## src/rtl/dkc_pkg.sv

```systemverilog
package dkc_pkg;
  localparam int STA_W = 12;

  // Status bit positions; host software depends on these
  localparam int B_PCELL  = 11;
  localparam int B_WLOCK  = 9;
  localparam int B_EN_ERR = 8;
  localparam int B_EN_PC  = 7;
  localparam int B_EN_DN  = 6;
  localparam int B_LATE   = 2;
  localparam int B_NODISK = 1;
  localparam int B_PARITY = 0;

  localparam logic [STA_W-1:0] ERR_MASK = 12'o1007;

  localparam logic [2:0] FN_READ  = 3'd2;
  localparam logic [2:0] FN_WRITE = 3'd4;

  typedef struct packed {
    logic       clr_lo;
    logic       or_lo;
    logic       start;
    logic [2:0] func;
    logic       clr_errdone;
    logic       clr_en;
    logic       ld_en;
    logic       clr_hi;
    logic       or_hi;
    logic       chk_cap;
  } ctl_t;
endpackage

```

## src/rtl/dkc_pulse_dec.sv

```systemverilog
module dkc_pulse_dec
  import dkc_pkg::*;
#(
  parameter int LO_W = 12,
  parameter int HI_W = 8
) (
  input  logic [3:0]       sel_i,
  input  logic [2:0]       pulse_i,
  input  logic [LO_W-1:0]  acc_i,
  input  logic [STA_W-1:0] sta_i,
  input  logic             done_i,
  input  logic [LO_W-1:0]  da_lo_i,
  input  logic [HI_W-1:0]  da_hi_i,
  input  logic             pos_match_i,
  output ctl_t             ctl_o,
  output logic [LO_W-1:0]  acc_o,
  output logic             skip_o
);
  localparam int PAD_W = LO_W - HI_W;

  logic            err_any;
  logic [LO_W-1:0] hi_ext;

  assign err_any = |(sta_i & ERR_MASK);
  assign hi_ext  = {{PAD_W{1'b0}}, da_hi_i};

  always_comb begin
    ctl_o  = '0;
    acc_o  = acc_i;
    skip_o = 1'b0;
    if (sel_i[0]) begin
      if (pulse_i[0]) begin
        ctl_o.clr_lo      = 1'b1;
        ctl_o.clr_errdone = 1'b1;
      end
      if (pulse_i[1] || pulse_i[2]) begin
        ctl_o.or_lo = 1'b1;
        ctl_o.start = 1'b1;
        ctl_o.func  = {pulse_i[2], pulse_i[1], 1'b0};
        acc_o       = '0;
      end
    end else if (sel_i[1]) begin
      unique case (pulse_i)
        3'd1: ctl_o.clr_en = 1'b1;
        3'd2: skip_o = pos_match_i;
        3'd5: begin
          ctl_o.ld_en = 1'b1;
          acc_o       = '0;
        end
        3'd6: acc_o = sta_i;
        default: ;
      endcase
    end else if (sel_i[2]) begin
      skip_o = (pulse_i[0] && err_any) ||
               (pulse_i[1] && !pulse_i[2] && done_i);
      if (pulse_i[2]) acc_o = da_lo_i;
    end else if (sel_i[3]) begin
      ctl_o.chk_cap = 1'b1;
      unique case (pulse_i)
        3'd1: ctl_o.clr_hi = 1'b1;
        3'd2: begin
          ctl_o.or_hi = 1'b1;
          acc_o       = '0;
        end
        3'd3: begin
          ctl_o.clr_hi = 1'b1;
          ctl_o.or_hi  = 1'b1;
          acc_o        = '0;
        end
        3'd4: acc_o = acc_i | hi_ext;
        3'd5: acc_o = hi_ext;
        default: ;
      endcase
    end
  end
endmodule

```

## src/rtl/dkc_addr_reg.sv

```systemverilog
module dkc_addr_reg #(
  parameter int LO_W     = 12,
  parameter int HI_W     = 8,
  parameter int PLAT_W   = 2,
  parameter int PLAT_LSB = 18
) (
  input  logic                 clk_i,
  input  logic                 rst_ni,
  input  logic                 clr_lo_i,
  input  logic                 or_lo_i,
  input  logic                 clr_hi_i,
  input  logic                 or_hi_i,
  input  logic [LO_W-1:0]      acc_i,
  input  logic [PLAT_W-1:0]    plat_sel_i,
  output logic [LO_W+HI_W-1:0] da_o,
  output logic                 nodisk_nxt_o
);
  localparam int ADDR_W = LO_W + HI_W;
  localparam int CAP_W  = ADDR_W + 1;

  logic [LO_W-1:0]  lo_q, lo_d;
  logic [HI_W-1:0]  hi_q, hi_d;
  logic [CAP_W-1:0] cap;

  always_comb begin
    lo_d = clr_lo_i ? '0 : lo_q;
    if (or_lo_i) lo_d = lo_d | acc_i;
    hi_d = clr_hi_i ? '0 : hi_q;
    if (or_hi_i) hi_d = hi_d | acc_i[HI_W-1:0];
  end

  assign cap          = (CAP_W'(plat_sel_i) + CAP_W'(1)) << PLAT_LSB;
  assign nodisk_nxt_o = {1'b0, hi_d, lo_d} >= cap;
  assign da_o         = {hi_q, lo_q};

  always_ff @(posedge clk_i or negedge rst_ni) begin
    if (!rst_ni) begin
      lo_q <= '0;
      hi_q <= '0;
    end else begin
      lo_q <= lo_d;
      hi_q <= hi_d;
    end
  end
endmodule

```

## src/rtl/dkc_status_reg.sv

```systemverilog
module dkc_status_reg
  import dkc_pkg::*;
(
  input  logic             clk_i,
  input  logic             rst_ni,
  input  logic             clr_errdone_i,
  input  logic             clr_en_i,
  input  logic             ld_en_i,
  input  logic             chk_cap_i,
  input  logic [5:0]       en_val_i,
  input  logic             nodisk_nxt_i,
  input  logic             pcell_i,
  input  logic             err_wlock_i,
  input  logic             err_late_i,
  input  logic             err_nodisk_i,
  input  logic             err_parity_i,
  input  logic             done_set_i,
  output logic [STA_W-1:0] sta_o,
  output logic             done_o,
  output logic             irq_o
);
  localparam int N_STK = 3;

  logic             pcell_q;
  logic [5:0]       en_q, en_d;
  logic [N_STK-1:0] stk_q, stk_d, stk_set;
  logic             nodisk_q, nodisk_d;
  logic             done_q, done_d;
  logic             err_any;

  // sticky errors: 2 = write lock, 1 = data late, 0 = parity
  assign stk_set = {err_wlock_i, err_late_i, err_parity_i};

  for (genvar i = 0; i < N_STK; i++) begin : g_stk
    assign stk_d[i] = (clr_errdone_i ? 1'b0 : stk_q[i]) | stk_set[i];
  end

  always_comb begin
    en_d = en_q;
    if (clr_en_i)     en_d = '0;
    else if (ld_en_i) en_d = en_val_i;
    nodisk_d = chk_cap_i ? nodisk_nxt_i : (clr_errdone_i ? 1'b0 : nodisk_q);
    nodisk_d = nodisk_d | err_nodisk_i;
    done_d   = (clr_errdone_i ? 1'b0 : done_q) | done_set_i;
  end

  always_ff @(posedge clk_i or negedge rst_ni) begin
    if (!rst_ni) begin
      pcell_q  <= 1'b0;
      en_q     <= '0;
      stk_q    <= '0;
      nodisk_q <= 1'b0;
      done_q   <= 1'b1;
    end else begin
      pcell_q  <= pcell_i;
      en_q     <= en_d;
      stk_q    <= stk_d;
      nodisk_q <= nodisk_d;
      done_q   <= done_d;
    end
  end

  assign sta_o  = {pcell_q, 1'b0, stk_q[2], en_q, stk_q[1], nodisk_q, stk_q[0]};
  assign done_o = done_q;
  assign err_any = |(sta_o & ERR_MASK);
  assign irq_o  = (done_q && sta_o[B_EN_DN]) ||
                  (err_any && sta_o[B_EN_ERR]) ||
                  (pcell_q && sta_o[B_EN_PC]);
endmodule

```

## src/rtl/dkc_status_ctl.sv

```systemverilog
module dkc_status_ctl
  import dkc_pkg::*;
#(
  parameter int WORD_W  = 11,
  parameter int TRACK_W = 7,
  parameter int PLAT_W  = 2
) (
  input  logic              clk_i,
  input  logic              rst_ni,
  input  logic [3:0]        sel_i,
  input  logic [2:0]        pulse_i,
  input  logic [STA_W-1:0]  acc_i,
  input  logic [PLAT_W-1:0] plat_sel_i,
  input  logic [WORD_W-1:0] rot_pos_i,
  input  logic              pcell_i,
  input  logic              err_wlock_i,
  input  logic              err_late_i,
  input  logic              err_nodisk_i,
  input  logic              err_parity_i,
  input  logic              done_set_i,
  output logic [STA_W-1:0]  acc_o,
  output logic              skip_o,
  output logic              start_o,
  output logic [2:0]        func_o,
  output logic              irq_o
);
  localparam int ADDR_W   = WORD_W + TRACK_W + PLAT_W;
  localparam int LO_W     = STA_W;
  localparam int HI_W     = ADDR_W - LO_W;
  localparam int PLAT_LSB = WORD_W + TRACK_W;

  ctl_t              ctl;
  logic [ADDR_W-1:0] da;
  logic [STA_W-1:0]  sta;
  logic              done;
  logic              nodisk_nxt;
  logic              pos_match;
  logic              start_q;
  logic [2:0]        func_q;

  assign pos_match = (da[WORD_W-1:0] == rot_pos_i);

  dkc_pulse_dec #(.LO_W(LO_W), .HI_W(HI_W)) u_dec (
    .sel_i       (sel_i),
    .pulse_i     (pulse_i),
    .acc_i       (acc_i),
    .sta_i       (sta),
    .done_i      (done),
    .da_lo_i     (da[LO_W-1:0]),
    .da_hi_i     (da[ADDR_W-1:LO_W]),
    .pos_match_i (pos_match),
    .ctl_o       (ctl),
    .acc_o       (acc_o),
    .skip_o      (skip_o)
  );

  dkc_addr_reg #(
    .LO_W(LO_W), .HI_W(HI_W), .PLAT_W(PLAT_W), .PLAT_LSB(PLAT_LSB)
  ) u_addr (
    .clk_i        (clk_i),
    .rst_ni       (rst_ni),
    .clr_lo_i     (ctl.clr_lo),
    .or_lo_i      (ctl.or_lo),
    .clr_hi_i     (ctl.clr_hi),
    .or_hi_i      (ctl.or_hi),
    .acc_i        (acc_i),
    .plat_sel_i   (plat_sel_i),
    .da_o         (da),
    .nodisk_nxt_o (nodisk_nxt)
  );

  dkc_status_reg u_sta (
    .clk_i         (clk_i),
    .rst_ni        (rst_ni),
    .clr_errdone_i (ctl.clr_errdone),
    .clr_en_i      (ctl.clr_en),
    .ld_en_i       (ctl.ld_en),
    .chk_cap_i     (ctl.chk_cap),
    .en_val_i      (acc_i[8:3]),
    .nodisk_nxt_i  (nodisk_nxt),
    .pcell_i       (pcell_i),
    .err_wlock_i   (err_wlock_i),
    .err_late_i    (err_late_i),
    .err_nodisk_i  (err_nodisk_i),
    .err_parity_i  (err_parity_i),
    .done_set_i    (done_set_i),
    .sta_o         (sta),
    .done_o        (done),
    .irq_o         (irq_o)
  );

  always_ff @(posedge clk_i or negedge rst_ni) begin
    if (!rst_ni) begin
      start_q <= 1'b0;
      func_q  <= '0;
    end else begin
      start_q <= ctl.start;
      if (ctl.start) func_q <= ctl.func;
    end
  end

  assign start_o = start_q;
  assign func_o  = func_q;
endmodule

```

## config.mk

```make
export PLATFORM = sky130hd
export DESIGN_NAME = dkc_status_ctl
export DESIGN_NICKNAME = d
export VERILOG_FILES = /design/src/rtl/dkc_pkg.sv /design/src/rtl/dkc_pulse_dec.sv /design/src/rtl/dkc_addr_reg.sv /design/src/rtl/dkc_status_reg.sv /design/src/rtl/dkc_status_ctl.sv
export SDC_FILE = /design/constraint.sdc
export NUM_CORES = 1
export LEC_CHECK = 0
export BUFFER_PORTS_ARGS = -buffer_cell sky130_fd_sc_hd__buf_2
export CAP_MARGIN = 20
export CORE_UTILIZATION = 31
export CTS_CLUSTER_SIZE = 14
export DETAILED_ROUTE_END_ITERATION = 8
export PLACE_DENSITY = 0.6
export SLEW_MARGIN = 0
export SYNTH_ARGS = -nofsm -noshare
export SYNTH_HDL_FRONTEND = slang
export SYNTH_SLANG_ARGS = --single-unit
```

## constraint.sdc

```tcl
create_clock -name clk_i -period 2.4 [get_ports clk_i]
set_input_delay 0.36 -clock clk_i [delete_from_list [all_inputs] [get_ports clk_i]]
set_output_delay 0.36 -clock clk_i [all_outputs]
set_load 0.005 [all_outputs]
```

* Word-level counts from Yosys, hierarchy flattened
Cells that the tools add are included.
** Word-level totals
- Register bits :: 36
- Input port bits :: 40
- Output and inout bits :: 18
- Word-level logic and storage cells :: 77
** Cells by class
- $add $sub $neg :: 1
- $lt $le $gt $ge :: 1
- Equality and inequality tests :: 7
- Mux-type cells :: 36
- Bitwise logic cells :: 8
- Reductions and logical operators :: 15
** Operators with widths (count)
- $mux W12 :: 8
- $pmux W12 S3 :: 1
- $pmux W12 S2 :: 1
- $ge A20 B21 Y1 :: 1
- $mux W8 :: 2
- $mux W1 :: 15
- $mux W6 :: 2
- $or A12 B12 Y12 :: 1
- $or A12 B8 Y12 :: 1
- $eq A11 B11 Y1 :: 1
- $mux W5 :: 2
- $eq A3 B3 Y1 const B :: 3
- $mux W3 :: 3
- $or A8 B8 Y8 :: 1
- $mux W7 :: 1
- $eq A3 B2 Y1 const B :: 2
- $logic_and A1 B1 Y1 :: 6
- $or A1 B1 Y1 :: 5
- $logic_or A1 B1 Y1 :: 4
- $reduce_or A2 Y1 :: 2
- $reduce_or A4 Y1 :: 1
- $add A2 B1 Y3 const B :: 1
- $eq A3 B1 Y1 const B :: 1
- $mux W2 :: 1
- other kinds (2) :: 2

* Longest topological paths before layout
- Word-level depth :: 13
- Gate-level depth with buffers :: 11
- Gate-level depth less buffers :: 9

* By module
From an unflattened synthesis, not the netlist that was laid out.
** Second synthesis, totals
- Cell total of the unflattened synthesis :: 289
- Area total of the unflattened synthesis :: 2542.4 µm²
** By module, submodules not included
- dkc_addr_reg :: times used 1, cells an instance 96, area an instance 912.1 µm², seq. area each 500.5 µm²
- dkc_pulse_dec :: times used 1, cells an instance 131, area an instance 875.8 µm², seq. area each 0.0 µm²
- dkc_status_reg :: times used 1, cells an instance 40, area an instance 496.7 µm², seq. area each 301.5 µm²
- dkc_status_ctl :: times used 1, cells an instance 22, area an instance 257.7 µm², seq. area each 100.1 µm²

* Least setup slack after synthesis
OpenSTA, ideal clock, no wires.
- Kind :: input-to-reg
- Start :: input port pulse_i[2]
- End :: register u_sta.nodisk_q
- Setup time :: 74 ps
- Data arrival time :: 2483 ps
- Data required time :: 2326 ps
- Slack :: -157 ps
- Stages on the path :: 11
- Path buffers :: 2
- Cells stage by stage :: buf_2 clkinv_1 ha_1 and2_1 clkbuf_1 a22o_1 ha_1 nand3b_1 a2111o_1 a2111o_1 o21ai_2
** Between the ends
- Longest elaborated chain between the ends :: 13
- Elaborated cells on any way between the ends :: 21
- Classes of those cells :: order compare: 1; eq/ne: 3; mux: 12; bitwise: 2; reduce/logical: 3
** Ends and longest elaborated chain
- from (decl) :: RTL line dkc_status_ctl.sv:11 : input logic [2:0] pulse_i,
- $eq A3 B1 Y1 or $eq A3 B2 Y1 (tied branches) :: RTL line dkc_pulse_dec.sv:59 : unique case (pulse_i)
- $reduce_or A2 Y1 (no line)
- $mux W1 :: RTL line dkc_pulse_dec.sv:59
- $mux W3 * :: RTL line dkc_pulse_dec.sv:57 : end else if (sel_i[3]) begin
- $mux W3 * :: RTL line dkc_pulse_dec.sv:53 : end else if (sel_i[2]) begin
- $mux W3 * :: RTL line dkc_pulse_dec.sv:42 : end else if (sel_i[1]) begin
- $mux W5 * :: RTL line dkc_pulse_dec.sv:31 : if (sel_i[0]) begin
- $mux W8 :: RTL line dkc_addr_reg.sv:28 : hi_d = clr_hi_i ? '0 : hi_q;
- $or A8 B8 Y8 :: RTL line dkc_addr_reg.sv:29 : if (or_hi_i) hi_d = hi_d | acc_i[HI_W-1:0];
- $mux W8 * :: RTL line dkc_addr_reg.sv:29
- net u_addr.hi_d[7] :: RTL line dkc_addr_reg.sv:22 : logic [HI_W-1:0] hi_q, hi_d;
- $ge A20 B21 Y1 * :: RTL line dkc_addr_reg.sv:33 : assign nodisk_nxt_o = {1'b0, hi_d, lo_d} >= cap;
- $mux W1 * :: RTL line dkc_status_reg.sv:42 : nodisk_d = chk_cap_i ? nodisk_nxt_i : (clr_errdone_i ? 1'b0 : nodisk_q);
- $or A1 B1 Y1 * :: RTL line dkc_status_reg.sv:43 : nodisk_d = nodisk_d | err_nodisk_i;
- net u_sta.nodisk_d :: RTL line dkc_status_reg.sv:27 : logic nodisk_q, nodisk_d;
- to (signal assigned) :: RTL line dkc_status_reg.sv:58 : nodisk_q <= nodisk_d;
- to (decl) :: RTL line dkc_status_reg.sv:27
The timed path passes the listed nets; every way through them passes the cells marked *.
A chain may end at the register's enable or synchronous reset.

* Worst setup path after layout
- Start :: input port pulse_i[1]
- End :: output port acc_o[1]
** Between the ends
- Longest elaborated chain between the ends :: 7
- Elaborated cells on any way between the ends :: 14
- Classes of those cells :: eq/ne: 5; mux: 7; reduce/logical: 2
** Ends and longest elaborated chain
- $eq A3 B2 Y1 :: RTL line dkc_pulse_dec.sv:59
- $reduce_or A2 Y1 (no line)
- $pmux W12 S3 :: RTL line dkc_pulse_dec.sv:59
- $mux W12 :: RTL line dkc_pulse_dec.sv:57
- $mux W12 :: RTL line dkc_pulse_dec.sv:53
- $mux W12 :: RTL line dkc_pulse_dec.sv:42
- $mux W12 * :: RTL line dkc_pulse_dec.sv:31
- to (decl) :: RTL line dkc_status_ctl.sv:21 : output logic [STA_W-1:0] acc_o,
Every way passes the cells marked *; elsewhere a longest branch is shown, timed or not.

==> results.json <==
{
  "drt_wl_total_um": 8570,
  "total_power_mw": 1.71,
  "clkLatencyLatePin_ns": 0.29,
  "cts_buffers": 5,
  "clkSlewWorstSetupHoldPaths_ns": 0.07,
  "max_freq_ghz": 0.431,
  "area_delta_synth_final_pct": 22.8,
  "cap_violations": 0,
  "post_cts_buffers": 0,
  "setup_viol": 0,
  "yosysWarningCount": 0,
  "period_share_pct": 96.7,
  "synth_fp_nets": 346,
  "outcome": "complete, no violations",
  "power_density_nw_per_um2": 537,
  "start_kind": "primary input",
  "tns_ns": 0,
  "slew_headroom_pct": 44.8,
  "synth_cells": 301,
  "diodes": 0,
  "cts.root.buffer_cell": "clkbuf_8",
  "holdCritPathClass": "in -> async",
  "worstSetupEndpointType": "primary output",
  "synthArstFlopShare_pct": 100,
  "cts.repair.resized": 0,
  "r2r_setup_slack_ns": 0.54,
  "hpwl_um": 6330,
  "worst-endpoint-required_ns": 2.04,
  "worst_pin_slew_ns": 0.829,
  "grt_max_degree": 36,
  "peakVddDrop_uv": 218,
  "drive_above_1_share_pct": 28.3,
  "place_congestion": 0.914,
  "drt-pass1-iter-count": 5,
  "postCtsHoldBufs": 0,
  "routedWlPerCell_um": 18.4,
  "cts_max_path_buffers": 2,
  "grt_setup_unrepaired": "no",
  "core_region_area_um2": 8180,
  "port_buffers": 56,
  "die_h_um": 93.5,
  "grt_pass1_wl_um": 14300,
  "whs_ns": 0.172,
  "synth_ff_type": "dfrtp_1",
  "grt_antenna_before_repair": 0,
  "drt_iter0_drc": 207,
  "final.fill_count": 866,
  "seq_area_frac_synth_pct": 33.8,
  "grt_pass1_vias": 2589,
  "critPathKind": "in -> out",
  "grt_usage_pct": 21.3,
  "start_util_pct": 31.8,
  "postSynthAreaPerCell_um2": 8.63,
  "maxSlewViolCount": 0,
  "final_area_um2": 3190,
  "finClkSkew_ns": 0.00693,
  "drc_errors": 0,
  "worstPathMaxFanout": 8,
  "syn_area_um2": 2600,
  "rows": 33,
  "synth_edf_count": 0,
  "leakage_nw": 1.47,
  "ys_types": 61,
  "r2r-start": "u_addr.lo_q[10]",
  "placed_area_um2": 3070,
  "rr_endpoint": "u_sta.nodisk_q",
  "nets": 405,
  "cp_data_arrival_time_ns": 1.96,
  "die_area_um2": 8750,
  "rr_worst_depth": 4,
  "h-tree-depth": 2,
  "grt_overflow": 0,
  "via_per_inst": 5.78,
  "io_pins": 58,
  "clock_sinks": 35,
  "hold_violations": 0,
  "period_needed_ns": 2.32,
  "final_antenna_net_count": 0,
  "cts_tree": "done",
  "fp.dieW_um": 93.5,
  "via_count": 2694,
  "synth-seq-cells": 35
}
## where the power goes
part / leakage [nW] / switching (mW) / total, mW / internal (mW)
registers: 0.423 / 0.0788 / 0.748 / 0.669
logic: 0.998 / 0.258 / 0.489 / 0.231
clock network: 0.0515 / 0.214 / 0.476 / 0.262
## per-layer routing
metal  up-vias  routed length (µm)  GRT usage, %
met3        20                 650          4.31
met5         -                   0             0
met4         0                 205          7.69
li1       1244                   -             -
met2       130                3920          32.5
met1      1300                3800          29.7
## cell families (layout without fill, tap and decap cells)
group | Yosys count | after routing | synth area share [%]
adders and majority gates | 5 | 5 | 2.41
DFF | 35 | 35 | 33.8
other | 1 | 1 | 0.144
xor gates and xnor gates | 11 | 11 | 3.71
buffers and inverters | 42 | 102 | 6.41
muxes | 7 | 7 | 2.94
and+or+nand+nor | 89 | 89 | 18.1
AOI/OAI and AO/OA | 111 | 111 | 32.5
## state kept, by name (all words and copies together) (netlist names)
signal	flops
func_o	2
start_o	1
u_addr.hi_q	8
u_addr.lo_q	12
u_sta.done_o	1
u_sta.en_q	6
u_sta.nodisk_q	1
u_sta.pcell_q	1
u_sta.stk_q	3
## stage by stage
step	instances	util [%]	setup slack [ns]
2_1_floorplan	301	-	0.0292
3_3_place_gp	458	37.6	-0.0115
3_5_place_dp	458	37.6	-0.107
4_1_cts	466	38.8	0.0860
5_1_grt	466	39.0	0.0158
6_report	466	39.0	0.0784
## layout by cell type (no fill, tap or decap), types with 3 or more instances in the layout
cell,count
inv_1,16
a221o_1,10
clkbuf_8,7
o31ai_1,6
ha_1,5
a22o_1,13
nor4_1,3
nor2b_1,8
or4_1,4
and3_1,3
a21oi_1,8
or2_2,3
o21ai_0,20
xor2_1,10
buf_4,21
a211oi_1,5
dfrtp_1,34
and3b_1,4
mux2_2,5
nand3_1,8
o221ai_1,6
a21boi_0,6
a21o_1,8
buf_2,56
a2bb2oi_1,6
nand2_1,41
## worst max-delay path by stage
| stage | start | depth (start not counted) | slack [ns] | end |
|---|---|---|---|---|
| after floorplan | pulse_i[2] | 11 | 0.03 | u_sta.nodisk_q |
| after global placement | sel_i[2] | 10 | -0.01 | u_sta.nodisk_q |
| after detailed placement | sel_i[2] | 10 | -0.11 | u_sta.nodisk_q |
| after CTS | pulse_i[2] | 9 | 0.09 | acc_o[10] |
| after global routing | pulse_i[2] | 8 | 0.02 | acc_o[5] |
| final | pulse_i[1] | 8 | 0.08 | acc_o[1] |
## final cells by class
class	instances	area, µm²	share of cell area, %
multi-input cells	224	1570	49.4
flip-flops and latches	35	877	27.5
repair buffers	77	438	13.7
well taps	105	131	4.12
clock buffers	8	100	3.14
inverters	17	68.8	2.16
## synth_stat cells (all sizes together) (8+ instances only)
master	n	area, µm²
a21o	9	68.8
a21oi	8	40.0
a221o	10	100
a22o	14	124
clkbuf	19	72.6
dfrtp	34	851
inv	16	60.1
nand2	42	158
nand3	8	40.0
nor2b	8	50.1
o21ai	21	109
xor2	10	87.6
## worst max-delay path: stages
cell	delay, ns
buf_2	0.14
inv_1	0.07
ha_1	0.32
and4b_2	0.31
a21oi_1	0.23
a221oi_1	0.11
a211o_1	0.29
buf_2	0.14
Power figures use the tool's default switching activity.
